File: src/rtl/rhm_pkg.sv
package rhm_pkg;
  typedef struct packed {
    logic clear;
    logic restart;
    logic advance;
  } holdStrb_t;
endpackage

File: src/rtl/rhm_sync.sv
module rhm_sync #(
  parameter int STAGES = 2
) (
  input  logic clk,
  input  logic rstN,
  input  logic asyncIn,
  output logic syncOut
);
  logic [STAGES-1:0] chain;

  generate
    for (genvar s = 0; s < STAGES; s++) begin : g_stage
      if (s == 0) begin : g_first
        always_ff @(posedge clk or negedge rstN) begin
          if (!rstN) chain[0] <= 1'b1;
          else       chain[0] <= asyncIn;
        end
      end else begin : g_next
        always_ff @(posedge clk or negedge rstN) begin
          if (!rstN) chain[s] <= 1'b1;
          else       chain[s] <= chain[s-1];
        end
      end
    end
  endgenerate

  assign syncOut = chain[STAGES-1];
endmodule

File: src/rtl/rhm_ctrl.sv
module rhm_ctrl
  import rhm_pkg::*;
#(
  parameter int REG_W   = 32,
  parameter int CLR_BIT = 31
) (
  input  logic             clk,
  input  logic             rstN,
  input  logic             lineN,
  input  logic             wrEn,
  input  logic [REG_W-1:0] wrData,
  output holdStrb_t        strb
);
  logic prevLine;
  logic fallSeen;

  always_ff @(posedge clk or negedge rstN) begin
    if (!rstN) prevLine <= 1'b1;
    else       prevLine <= lineN;
  end

  assign fallSeen = prevLine & ~lineN;

  always_comb begin
    strb         = '0;
    strb.clear   = wrEn & wrData[CLR_BIT];
    strb.restart = fallSeen;
    strb.advance = ~lineN & ~fallSeen;
  end

  // a restart marks one edge only
  a_r7_single_restart: assert property (@(posedge clk) disable iff (!rstN)
    strb.restart |=> !strb.restart);

  // the load strobe and the increment strobe never fire together
  a_r2_exclusive: assert property (@(posedge clk) disable iff (!rstN)
    $onehot0({strb.restart, strb.advance}));
endmodule

File: src/rtl/rhm_count.sv
module rhm_count
  import rhm_pkg::*;
#(
  parameter int CNT_W = 29
) (
  input  logic             clk,
  input  logic             rstN,
  input  holdStrb_t        strb,
  output logic [CNT_W-1:0] cnt
);
  localparam logic [CNT_W-1:0] MAX_CNT = '1;
  localparam logic [CNT_W-1:0] ONE     = CNT_W'(1);

  logic atMax;
  assign atMax = (cnt == MAX_CNT);

  always_ff @(posedge clk or negedge rstN) begin
    if (!rstN)             cnt <= '0;
    else if (strb.clear)   cnt <= '0;
    else if (strb.restart) cnt <= ONE;
    else if (strb.advance && !atMax) cnt <= cnt + ONE;
  end

  a_r3_no_overflow: assert property (@(posedge clk) disable iff (!rstN)
    (atMax && !strb.clear && !strb.restart) |=> cnt == MAX_CNT);

  a_r5_clear_zero: assert property (@(posedge clk) disable iff (!rstN)
    strb.clear |=> cnt == '0);

  a_r7_restart_one: assert property (@(posedge clk) disable iff (!rstN)
    (strb.restart && !strb.clear) |=> cnt == ONE);

  a_r4_hold_idle: assert property (@(posedge clk) disable iff (!rstN)
    (!strb.clear && !strb.restart && !strb.advance) |=> $stable(cnt));

  a_r2_step: assert property (@(posedge clk) disable iff (!rstN)
    (strb.advance && !strb.clear && !atMax) |=> cnt == $past(cnt) + ONE);
endmodule

File: src/rtl/rst_hold_meter.sv
module rst_hold_meter
  import rhm_pkg::*;
#(
  parameter int CNT_W       = 29,
  parameter int REG_W       = 32,
  parameter int CLR_BIT     = 31,
  parameter int SYNC_STAGES = 2
) (
  input  logic             clk,
  input  logic             porN,
  input  logic             btnRstN,
  input  logic             regWrEn,
  input  logic [REG_W-1:0] regWrData,
  output logic [REG_W-1:0] regRdData
);
  localparam int PAD_W = REG_W - CNT_W;

  logic             lineSyncN;
  holdStrb_t        strb;
  logic [CNT_W-1:0] holdCnt;

  rhm_sync #(.STAGES(SYNC_STAGES)) sync_i (
    .clk    (clk),
    .rstN   (porN),
    .asyncIn(btnRstN),
    .syncOut(lineSyncN)
  );

  rhm_ctrl #(.REG_W(REG_W), .CLR_BIT(CLR_BIT)) ctrl_i (
    .clk   (clk),
    .rstN  (porN),
    .lineN (lineSyncN),
    .wrEn  (regWrEn),
    .wrData(regWrData),
    .strb  (strb)
  );

  rhm_count #(.CNT_W(CNT_W)) count_i (
    .clk (clk),
    .rstN(porN),
    .strb(strb),
    .cnt (holdCnt)
  );

  assign regRdData = {{PAD_W{1'b0}}, holdCnt};

  // a write without the clear bit leaves the read word alone
  a_r6_plain_write: assert property (@(posedge clk) disable iff (!porN)
    (regWrEn && !regWrData[CLR_BIT] && lineSyncN) |=> $stable(regRdData));
endmodule

File: config.mk
export PLATFORM = sky130hd
export DESIGN_NAME = rst_hold_meter
export DESIGN_NICKNAME = d
export VERILOG_FILES = /design/src/rtl/rhm_pkg.sv /design/src/rtl/rhm_sync.sv /design/src/rtl/rhm_ctrl.sv /design/src/rtl/rhm_count.sv /design/src/rtl/rst_hold_meter.sv
export SDC_FILE = /design/constraint.sdc
export NUM_CORES = 1
export LEC_CHECK = 0
export ABC_AREA = 1
export BUFFER_PORTS_ARGS = -buffer_cell sky130_fd_sc_hd__buf_4
export CORE_MARGIN = 1.5
export CORE_UTILIZATION = 37
export DETAILED_ROUTE_END_ITERATION = 8
export PLACE_DENSITY = 0.58
export SLEW_MARGIN = 5
export SYNTH_ARGS = -nofsm -noshare
export SYNTH_HDL_FRONTEND = slang
export SYNTH_SLANG_ARGS = --single-unit
export TNS_END_PERCENT = 1
File: constraint.sdc
create_clock -name clk -period 3.3 [get_ports clk]
set_input_delay 0.99 -clock clk [delete_from_list [all_inputs] [get_ports clk]]
set_output_delay 0.99 -clock clk [all_outputs]
set_load 0.01 [all_outputs]
== Word-level counts from Yosys, hierarchy flattened ==
Index checks and enable logic that the tools add are counted.
Operators by class
  $add $sub $neg: 1
  equal/unequal tests: 1
  multiplexer cells: 3
  bitwise gates (word level): 5
  reductions and logical operators: 3
Operators with widths (count)
  2-to-1 mux 29 bit: 3
  adder 29 x 1 -> 29 bit (second input constant): 1
  == test 29 bit (second input constant): 1
  bitwise AND 1 bit: 3
  nonzero test 3 bit: 1
  NOT 1 bit: 2
  logical AND 1 bit: 1
  logical NOT 1 bit: 1
Storage, ports and cells
  register bits: 32
  output and inout port bits: 32
  word-level logic and storage cells: 17

== Depth between registers and ports, before layout ==
  depth after elaboration: 8
  mapped depth: 12
  depth with buffers taken out: 11

== Cells and area by module ==
A second synthesis with hierarchy kept.
Second synthesis, totals
  cells, all modules: 294
  area total of the unflattened synthesis: 2015.7 um^2
By module, submodules not included
  rhm_count: times used 1, cells an instance 281, area an instance 1881.8 um^2, seq. area each 725.7 um^2
  rhm_ctrl: times used 1, cells an instance 7, area an instance 55.1 um^2, seq. area each 26.3 um^2
  rhm_sync: times used 1, cells an instance 2, area an instance 52.6 um^2, seq. area each 52.6 um^2
  rst_hold_meter: times used 1, cells an instance 4, area an instance 26.3 um^2, seq. area each 0.0 um^2

== Least setup slack after synthesis ==
Ideal clock, no wire load.
  path type: input port to flip-flop
  start point: in regWrEn
  end point: reg count_i.cnt[12]
  library setup time: 0.083 ns
  arrival: 1.840 ns
  data required time: 3.217 ns
  path slack: 1.378 ns
  cell stages on the path: 5
  path buffers: 0
  cell sequence: nand2_1 inv_1 nor2_1 nand2_4 o21ai_0
On the way
  longest elaborated chain between the ends: 2
RTL lines
  start: declaration: RTL line rst_hold_meter.sv:12  | input logic regWrEn,
  bitwise AND 1 bit (*): RTL line rhm_ctrl.sv:26  | strb.clear = wrEn & wrData[CLR_BIT];
  nonzero test 3 bit (no line) or 2-to-1 mux 29 bit (tied branches)
  end signal: assignment: RTL line rhm_count.sv:21  | else if (strb.advance && !atMax) cnt <= cnt + ONE;
  end: declaration: RTL line rhm_count.sv:9  | output logic [CNT_W-1:0] cnt
Mark *: on every way between the ends. The rest lies on a longest branch, timed or not.
A chain may end at the register's enable or synchronous reset.

== Worst setup path in the final report ==
  start point: in regWrEn
  end point: reg count_i.cnt[14]
The elaborated chain is that of the path after synthesis.

==> impl_metrics.ini <==
[status]
status = finished, final reports clean

[clock_tree]
htreeDepth = 2
cts.sinks = 32
clk_path_buf_depth = 2
cts_tree = yes
cts-root-buf = clkbuf_8
clkTransAtPathRegs_ns = 0.07
cts_resized = 0
cts_setup_buffers = 0
ctsHoldBuffers = 0
cts_buffers = 5
clock_latency_ns = 0.28

[cells_and_area]
syn2layout_area_growth_pct = 18.4
nets = 387
diodes = 0
drive_gt1_share_pct = 18.5

[synth]
syn_area_sq_mm = 0.00212
synthAdderAreaFrac_pct = 0.589
ys.warnings.count = 0
synth_top_cell_by_area = dfrtp_1
synth_top_family_by_area = simple AND/OR/NAND/NOR gates
avgSynthCellArea_sq_um = 6.76
netlist.area_leader.share_pct = 34.2
synth_mux_area_share_pct = 0
synth-compound-area-share_pct = 6.78
seq_area_frac_synth_pct = 37.9
synth_xor_area_share_pct = 5.77
yosys-top-cells-area = dfrtp_1, nand2_1, nor2_1, inv_1, nand3_1
synth_cell_types = 27
synthCells = 314
synthSimpleGateAreaFrac_pct = 41.0
synth_seq_cells = 32

[power]
p_total_uw = 798
ir_drop_mv = 0.174
cellPowerDensity_mw_per_mm2 = 317
power_leakage_uw = 0.00113

[timing]
finalCritPeriodShare_pct = 68.7
finalSetupViolCount = 0
final_hold_viol_count = 0
finalCriticalPeriod_ns = 2.27
worst_slew_pin_slew_ns = 0.507
drv_slew = 0
setup-tns-final_ns = 0
fmax_mhz = 441
rsz0062_at_grt = false
finClkSkew_ns = 0.00786
relSlewSlack_pct = 66.0

[critical_path]
worst_ep_arrival_time_ns = 2.47
r2r_cells = 11
crit_fanout = 11
r2r-end = count_i.cnt[19]
crit_type = in2reg
cp-start-kind = input pin
crit_path_start = regWrEn
crit_path_end = count_i.cnt[14]
r2r_setup_slack_ns = 1.23
timing.rr.start = count_i.cnt[0]
critPathCaptureType = flop
crit_required_ns = 3.51

[drt]
drt_wl_total_microns = 5370
wl_met1_microns = 2620
drc = 0
highest_layer = met4
wl_per_cell_microns = 12.7
vias = 2035
drt_iter0_markers = 77
via_per_inst = 4.81
wl_met2_microns = 2470
drtPass1Iterations = 4
final_antenna_net_count = 0
met3_length_microns = 219

[floorplan]
io_pins = 68
row_count = 27
die_x_microns = 78.8
dieArea_sq_mm = 0.00620
coreArea_sq_mm = 0.00551
die_y_microns = 78.8
start_util_pct = 38.6

[grt]
grt_max_degree = 33
antenna_found_initial = 0
track_usage_pct = 18.7
grt_pass1_vias = 1860
grt_pass1_wl_microns = 8910
grt-ovfl-total = 0

[placement]
place.gp.congestion = 0.877
dp_hpwl_microns = 4150
port-buffer-count = 33

[job]
maxCapViolations = 0

[min_path]
hold_class = reg2reg
## cells by family after synthesis
family / Yosys count
AO/OA/AOI/OAI: 22
XOR/XNOR: 14
adder cells (fa/ha/maj): 1
buffers and inverters: 36
flip-flops: 32
other: 1
AND/OR/NAND/NOR: 208
## registers in the layout, indices dropped and copies added, names as in the netlist
register / flops
sync_i.chain: 1
sync_i.syncOut: 1
count_i.cnt: 29
ctrl_i.prevLine: 1
## routing by layer
layer  track usage (%)  up-vias
met5                 0        -
met3              4.48        7
met1              24.9      934
met2              31.0       48
li1                  -     1046
met4              3.93        0
## cell type report
| cell class | count | area [sq um] |
|---|---|---|
| sequential | 32 | 805 |
| tap | 72 | 90.1 |
| clock buffer | 6 | 82.6 |
| inverter | 29 | 111 |
| timing repair buffer | 34 | 255 |
| clock inverter | 2 | 10.0 |
| fill | 617 | 2990 |
| multi-input combinational | 248 | 1160 |
## metrics by stage
step | instance area [sq um] | hold WS (ns) | utilization (%) | instances | setup WS, ns
2_1_floorplan | 2130 | 0.345 | - | 316 | 1.38
3_3_place_gp | 2420 | 0.346 | 44.0 | 415 | 0.781
3_5_place_dp | 2420 | 0.355 | 44.0 | 415 | 0.755
4_1_cts | 2510 | 0.365 | 45.7 | 423 | 1.05
5_1_grt | 2510 | 0.368 | 45.7 | 423 | 0.825
6_report | 2510 | 0.364 | 45.7 | 423 | 1.03
## where the power goes
group	switching (uW)	internal [uW]
Combinational	50.3	21.2
Sequential	8.37	401
Clock	151	166
Total	209	589
## worst max-delay path: stages
cell	delay, ns
buf_4	0.10
nand2_1	0.26
inv_1	0.27
nor2_1	0.48
nand2_4	0.19
o21ai_0	0.18
## worst min path at each step
stage                          from              to  cells after the start
global route        sync_i.chain[0]  sync_i.syncOut                      0
detailed placement  sync_i.chain[0]  sync_i.syncOut                      0
CTS                 sync_i.chain[0]  sync_i.syncOut                      0
floorplan           sync_i.chain[0]  sync_i.syncOut                      0
finish              sync_i.chain[0]  sync_i.syncOut                      0
global placement    sync_i.chain[0]  sync_i.syncOut                      0
## synthesized netlist by cell type, drive strengths merged
library cell / number
ha: 1
dfrtp: 29
xor2: 9
nand3: 21
nand4: 2
buf: 6
conb: 1
inv: 29
o21ai: 20
and2: 1
nor3: 5
a21oi: 2
clkbuf: 1
xnor2: 5
nor3b: 2
dfstp: 3
nand2: 125
nor2: 52
## placed cells by master (no fill, tap or decap), drive strengths merged
| cell type | instances |
|---|---|
| buf | 34 |
| dfstp | 3 |
| xor2 | 9 |
| ha | 1 |
| nor3 | 5 |
| a21oi | 2 |
| clkbuf | 6 |
| conb | 3 |
| nor3b | 2 |
| and2 | 1 |
| nand3 | 21 |
| nor2 | 52 |
| clkinv | 2 |
| xnor2 | 5 |
| dfrtp | 29 |
| o21ai | 20 |
| inv | 29 |
| nand2 | 125 |
| nand4 | 2 |
(Power assumes the default switching activity.)
